## src/rtl/tmr16_pkg.sv

```systemverilog
package tmr16_pkg;
  typedef enum logic [1:0] {
    ADDR_CTRL   = 2'd0,
    ADDR_CNT_LO = 2'd1,
    ADDR_CNT_HI = 2'd2,
    ADDR_IRQ    = 2'd3
  } reg_addr_e;

  typedef struct packed {
    logic [1:0] rsvd;
    logic [1:0] psc_sel;
    logic       osc_en;
    logic       ext_async;
    logic       src_ext;
    logic       run;
  } ctrl_t;
endpackage

```

## src/rtl/tmr16_clk_src.sv

```systemverilog
module tmr16_clk_src #(
  parameter int TICK_DIV    = 4,
  parameter int SYNC_STAGES = 2
) (
  input  logic clk_i,
  input  logic rst_ni,
  input  logic ext_i,
  input  logic src_ext_i,
  input  logic ext_async_i,
  output logic evt_o
);
  localparam int DIV_W = (TICK_DIV > 1) ? $clog2(TICK_DIV) : 1;

  logic tick;

  if (TICK_DIV > 1) begin : g_div
    logic [DIV_W-1:0] div_q;
    always_ff @(posedge clk_i or negedge rst_ni) begin
      if (!rst_ni) div_q <= '0;
      else if (div_q == DIV_W'(TICK_DIV - 1)) div_q <= '0;
      else div_q <= div_q + 1'b1;
    end
    assign tick = (div_q == DIV_W'(TICK_DIV - 1));
  end else begin : g_nodiv
    assign tick = 1'b1;
  end

  // shr[0] is the capture flop; shr[SYNC_STAGES] is the edge-history flop
  logic [SYNC_STAGES:0] shr_q;
  always_ff @(posedge clk_i or negedge rst_ni) begin
    if (!rst_ni) shr_q <= '0;
    else         shr_q <= {shr_q[SYNC_STAGES-1:0], ext_i};
  end

  logic edge_sync, edge_byp;
  assign edge_sync = shr_q[SYNC_STAGES-1] & ~shr_q[SYNC_STAGES];
  assign edge_byp  = shr_q[0] & ~shr_q[1];

  always_comb begin
    if (!src_ext_i)      evt_o = tick;
    else if (ext_async_i) evt_o = edge_byp;
    else                 evt_o = edge_sync;
  end
endmodule

```

## src/rtl/tmr16_prescaler.sv

```systemverilog
module tmr16_prescaler #(
  parameter int SEL_W = 2
) (
  input  logic             clk_i,
  input  logic             rst_ni,
  input  logic             evt_i,
  input  logic             en_i,
  input  logic             clr_i,
  input  logic [SEL_W-1:0] sel_i,
  output logic             pulse_o
);
  localparam int PW = (1 << SEL_W) - 1;

  logic [PW-1:0] cnt_q, lim;

  assign lim     = ~({PW{1'b1}} << sel_i);
  assign pulse_o = en_i & evt_i & (cnt_q >= lim);

  always_ff @(posedge clk_i or negedge rst_ni) begin
    if (!rst_ni)          cnt_q <= '0;
    else if (clr_i)       cnt_q <= '0;
    else if (en_i && evt_i) cnt_q <= (cnt_q >= lim) ? '0 : cnt_q + 1'b1;
  end
endmodule

```

## src/rtl/tmr16_counter.sv

```systemverilog
module tmr16_counter #(
  parameter int CNT_W = 16
) (
  input  logic               clk_i,
  input  logic               rst_ni,
  input  logic               inc_i,
  input  logic               clr_i,
  input  logic [CNT_W/8-1:0] wr_byte_i,
  input  logic [7:0]         wdata_i,
  input  logic               flag_wr_i,
  input  logic               flag_wdata_i,
  output logic [CNT_W-1:0]   count_o,
  output logic               flag_o
);
  localparam int NB = CNT_W / 8;

  logic [CNT_W-1:0] cnt_q, cnt_d;
  logic             flag_q, ovf;

  assign ovf = inc_i & ~clr_i & ~(|wr_byte_i) & (&cnt_q);

  always_comb begin
    cnt_d = cnt_q;
    if (clr_i) begin
      cnt_d = '0;
    end else if (|wr_byte_i) begin
      for (int b = 0; b < NB; b++)
        if (wr_byte_i[b]) cnt_d[b*8 +: 8] = wdata_i;
    end else if (inc_i) begin
      cnt_d = cnt_q + 1'b1;
    end
  end

  always_ff @(posedge clk_i or negedge rst_ni) begin
    if (!rst_ni) begin
      cnt_q  <= '0;
      flag_q <= 1'b0;
    end else begin
      cnt_q  <= cnt_d;
      flag_q <= ovf | (flag_q & ~(flag_wr_i & ~flag_wdata_i));
    end
  end

  assign count_o = cnt_q;
  assign flag_o  = flag_q;
endmodule

```

## src/rtl/tmr16_periph.sv

```systemverilog
module tmr16_periph
  import tmr16_pkg::*;
#(
  parameter int TICK_DIV    = 4,
  parameter int SYNC_STAGES = 2
) (
  input  logic       clk_i,
  input  logic       rst_ni,
  input  logic       reg_we_i,
  input  logic [1:0] reg_addr_i,
  input  logic [7:0] reg_wdata_i,
  output logic [7:0] reg_rdata_o,
  input  logic       ext_clk_i,
  input  logic       cmp_clr_i,
  output logic       irq_o
);
  localparam int CNT_W = 16;
  localparam int SEL_W = 2;

  ctrl_t            ctrl_q;
  logic             ie_q;
  logic [CNT_W-1:0] count_q;
  logic             ovf_flag_q;
  logic             src_evt, inc_w;
  logic             wr_ctrl, wr_lo, wr_hi, wr_irq;

  assign wr_ctrl = reg_we_i && (reg_addr_e'(reg_addr_i) == ADDR_CTRL);
  assign wr_lo   = reg_we_i && (reg_addr_e'(reg_addr_i) == ADDR_CNT_LO);
  assign wr_hi   = reg_we_i && (reg_addr_e'(reg_addr_i) == ADDR_CNT_HI);
  assign wr_irq  = reg_we_i && (reg_addr_e'(reg_addr_i) == ADDR_IRQ);

  always_ff @(posedge clk_i or negedge rst_ni) begin
    if (!rst_ni) begin
      ctrl_q <= '0;
      ie_q   <= 1'b0;
    end else begin
      if (wr_ctrl) begin
        ctrl_q      <= ctrl_t'(reg_wdata_i);
        ctrl_q.rsvd <= 2'b00;
      end
      if (wr_irq) ie_q <= reg_wdata_i[1];
    end
  end

  tmr16_clk_src #(
    .TICK_DIV    (TICK_DIV),
    .SYNC_STAGES (SYNC_STAGES)
  ) i_clk_src (
    .clk_i       (clk_i),
    .rst_ni      (rst_ni),
    .ext_i       (ext_clk_i),
    .src_ext_i   (ctrl_q.src_ext),
    .ext_async_i (ctrl_q.ext_async),
    .evt_o       (src_evt)
  );

  tmr16_prescaler #(
    .SEL_W (SEL_W)
  ) i_prescaler (
    .clk_i   (clk_i),
    .rst_ni  (rst_ni),
    .evt_i   (src_evt),
    .en_i    (ctrl_q.run),
    .clr_i   (wr_lo | wr_hi),
    .sel_i   (ctrl_q.psc_sel),
    .pulse_o (inc_w)
  );

  tmr16_counter #(
    .CNT_W (CNT_W)
  ) i_counter (
    .clk_i        (clk_i),
    .rst_ni       (rst_ni),
    .inc_i        (inc_w),
    .clr_i        (cmp_clr_i),
    .wr_byte_i    ({wr_hi, wr_lo}),
    .wdata_i      (reg_wdata_i),
    .flag_wr_i    (wr_irq),
    .flag_wdata_i (reg_wdata_i[0]),
    .count_o      (count_q),
    .flag_o       (ovf_flag_q)
  );

  always_comb begin
    unique case (reg_addr_e'(reg_addr_i))
      ADDR_CTRL:   reg_rdata_o = ctrl_q;
      ADDR_CNT_LO: reg_rdata_o = count_q[7:0];
      ADDR_CNT_HI: reg_rdata_o = count_q[15:8];
      default:     reg_rdata_o = {6'b0, ie_q, ovf_flag_q};
    endcase
  end

  assign irq_o = ovf_flag_q & ie_q;
endmodule

```

## config.mk

```make
export PLATFORM = sky130hd
export DESIGN_NAME = tmr16_periph
export DESIGN_NICKNAME = d
export VERILOG_FILES = /design/src/rtl/tmr16_pkg.sv /design/src/rtl/tmr16_clk_src.sv /design/src/rtl/tmr16_prescaler.sv /design/src/rtl/tmr16_counter.sv /design/src/rtl/tmr16_periph.sv
export SDC_FILE = /design/constraint.sdc
export NUM_CORES = 1
export LEC_CHECK = 0
export BUFFER_PORTS_ARGS = -buffer_cell sky130_fd_sc_hd__buf_2
export CAP_MARGIN = 20
export CORE_AREA = 2 2 82 84
export DETAILED_ROUTE_END_ITERATION = 16
export DIE_AREA = 0 0 84 86
export GPL_TIMING_DRIVEN = 0
export HOLD_SLACK_MARGIN = 0.08
export MAX_ROUTING_LAYER = met4
export PLACE_DENSITY_LB_ADDON = 0.1
export SYNTH_ARGS = -nofsm -noshare
export SYNTH_HDL_FRONTEND = slang
export SYNTH_SLANG_ARGS = --single-unit
```

## constraint.sdc

```tcl
create_clock -name clk_i -period 2.81 [get_ports clk_i]
set_input_delay 0.562 -clock clk_i [delete_from_list [all_inputs] [get_ports clk_i]]
set_output_delay 0.562 -clock clk_i [all_outputs]
set_load 0.05 [all_outputs]
```

==> run metrics <==
status completed; final setup fails 0; Hold Crit Class primary input to asynchronous set/reset pin; r2r startpoint ctrl_q[5]$_DFFE_PN0P_; Placeable Area 6280 sq um; Post-synth top cells dfrtp_1 (32), nand2_1 (27), nor2_1 (15); Cell variety after synth 49; async set-reset flop share out of synthesis 1.00; TNS Setup 0 ns; initial antenna violation count 0; Rows 29; worst skew pair latency 0.29 ns; Final Hold Viols 0; final worst-path cycle share 0.933; pwr/cell area 534 nW/um^2; # DRC 0; CTS sink count 32; CTS tree built; delay-heaviest family, CP compound AO/OA/AOI/OAI gates; arrival time worst endpoint 2.81 ns; Critical Path, Cell by Cell or2_2 > ha_1 > nor2b_1 > o21ai_1 > a41oi_1 > buf_2 > or3_1 > a221oi_1; max_cap viols 0; warnings from Yosys 0; Antenna Cells 0; Overflow after GRT 0; syn_area_per_cell 9.04 sq um; share of layout cells above drive strength 1 0.181; IO Count 24; crit path from ctrl_q[5]$_DFFE_PN0P_; routability cong. 0.842; met3 GRT Util 0.0404; root buffer cell clkbuf_8; Critical Path Sink Type flip-flop; Max VDD drop 289 uV; via-per-instance ratio 5.87; Die Wd 84 um; cells after synthesis 230; largest net degree at the start of global routing 33; Worst Reg-to-Reg Cells 8; Final min period 2.62 ns; most common cell in the netlist dfrtp_1; Setup Fix Bufs, Post-CTS 0; Iteration-0 DRC Markers 151; Bufs on Longest Clock Path 2; Rel. slew slack 0.499; hold slack 0.339 ns; Reg clk slew, reported paths 0.07 ns; fmax 381 MHz; Die Y 86 um; first-pass GRT wire length 10.6 mm; Antenna Nets Post-Route 0; EDFF count, synth 0; Tot Pwr 1.26 mW; crit path max fanout 10; Bufs and invs on worst path 1; Worst Setup Start Kind flip-flop; vias in the first global route 2,029; Synth top area share 0.385; Worst Setup Path Type flip-flop to flip-flop; final WL 6.18 mm; Final Net Count 280; Seq/Total Area, Yosys 0.385; top post-synthesis cells by area dfrtp_1 (39%), nand2_1 (4.9%), ha_1 (3.6%); r2r setup slk 0.19 ns; Resized Gates After CTS 0; Post-Syn Area 2080 sq um; setup slack at placement 0.201 ns; RSZ-0062 raised after global routing no; clock skew 0.00677 ns; Initial Utilization 0.331; Cell Count, Final, Fillers Out 336; H-tree levels 2; Primary FF master, synth dfrtp_1; Die Area 7220 sq um; global routing's busiest layer met2; Vias 1,971; Detailed Routing Iterations Pass 1 4; Syn-to-layout area delta 13.7%; I/O Buffers 22; total CTS buffers 5; met1 Usage GRT 0.250; Crit path largest cell delay 0.43 ns; Final WS setup 0.187 ns; Syn Nets 251; #FFs+latches synth 32; Leak 0.973 nW; required time worst endpoint 2.99 ns; met2 usage 0.300; total track usage 0.190; worst reg2reg endpoint i_counter.count_o[15]$_DFFE_PN0P_; fin. max-slew vios 0; HPWL after DPL 4.64 mm; Least-Margin Pin Slew 0.751 ns; CTS hold repair buffers 0; Placed Cells 329; average wire per standard cell 18.4 um; leading area contributor after synthesis dfrtp_1; Crit-path slowest cell dfrtp_1
## layout make-up
| cell class | count | area (sq um) |
|---|---|---|
| inverters | 7 | 26.3 |
| fillers | 662 | 3920 |
| multi-input cells | 178 | 1190 |
| flip-flops and latches | 32 | 801 |
| well taps | 77 | 96.3 |
| clock inverters | 1 | 5.00 |
| clock buffers | 6 | 72.6 |
| repair buffers | 22 | 110 |
| plain buffers | 13 | 58.8 |
## report_power, final
part / switching [mW] / leakage, nW / internal [mW] / total, mW
logic: 0.239 / 0.514 / 0.129 / 0.368
registers: 0.0482 / 0.418 / 0.502 / 0.551
clock network: 0.175 / 0.0410 / 0.168 / 0.343
total: 0.462 / 0.973 / 0.800 / 1.26
## cell usage in the layout, fill, tap and decap left out, drive strengths merged, types with 4 or more instances in the layout
master  Yosys  routed
nand4       4       4
a21oi       8       8
o21ai      14      14
clkbuf      4      10
nand2      27      27
nor3        5       5
o31ai       9       9
dfrtp      32      32
inv         7       7
mux2        6       6
ha          6       6
o21a        5       5
buf         9      31
nor2       15      15
nor2b       6       6
a31oi       7       7
nand3      10      10
o31a        5       5
mux2i       4       4
o311ai      7       7
a32o        4       4
## per-layer routing
layer,part of all wire,vias to the layer above
li1,-,937
met1,0.48,964
met2,0.46,65
met3,0.053,5
met4,0.0082,0
met5,0,-
## kinds of logic (layout without fill, tap and decap cells)
kind of cell | after synthesis | count (layout) | synth area share
flops | 32 | 32 | 0.385
mux | 12 | 12 | 0.0734
compound gates | 77 | 77 | 0.270
simple gates | 83 | 83 | 0.194
fa+ha+maj | 6 | 6 | 0.0361
buf+inv | 20 | 49 | 0.0409
## worst max-delay path by stage
stage / to / slack, ns / cells past startpoint
2_1_floorplan: reg_rdata_o[2] / 0.29 / 3
3_3_place_gp: i_counter.count_o[15]$_DFFE_PN0P_ / 0.21 / 8
3_5_place_dp: i_counter.count_o[15]$_DFFE_PN0P_ / 0.20 / 8
4_1_cts: i_counter.count_o[15]$_DFFE_PN0P_ / 0.18 / 8
5_1_grt: i_counter.count_o[15]$_DFFE_PN0P_ / 0.02 / 8
6_report: i_counter.count_o[15]$_DFFE_PN0P_ / 0.19 / 8
## registers in the layout (all words and copies together), names as in the netlist
name / flops
i_prescaler.cnt_q: 3
i_clk_src.g_div.div_q: 2
i_counter.count_o: 16
ctrl_q: 6
i_clk_src.shr_q: 3
i_counter.flag_o: 1
ie_q: 1
## worst register-to-register path, cell delays in order (launching register included)
cell and delay (ns):
dfrtp_1 0.43, or2_2 0.32, ha_1 0.27, nor2b_1 0.05, o21ai_1 0.34, a41oi_1 0.24, buf_2 0.24, or3_1 0.36
a221oi_1 0.29
## stage by stage
stage               utilization  area (sq um)
finish                    0.376          2360
global route              0.376          2360
CTS                       0.376          2360
detailed placement        0.364          2280
global placement          0.364          2280
floorplan                     -          2080
No activity file was read; power rests on OpenSTA's default activity.
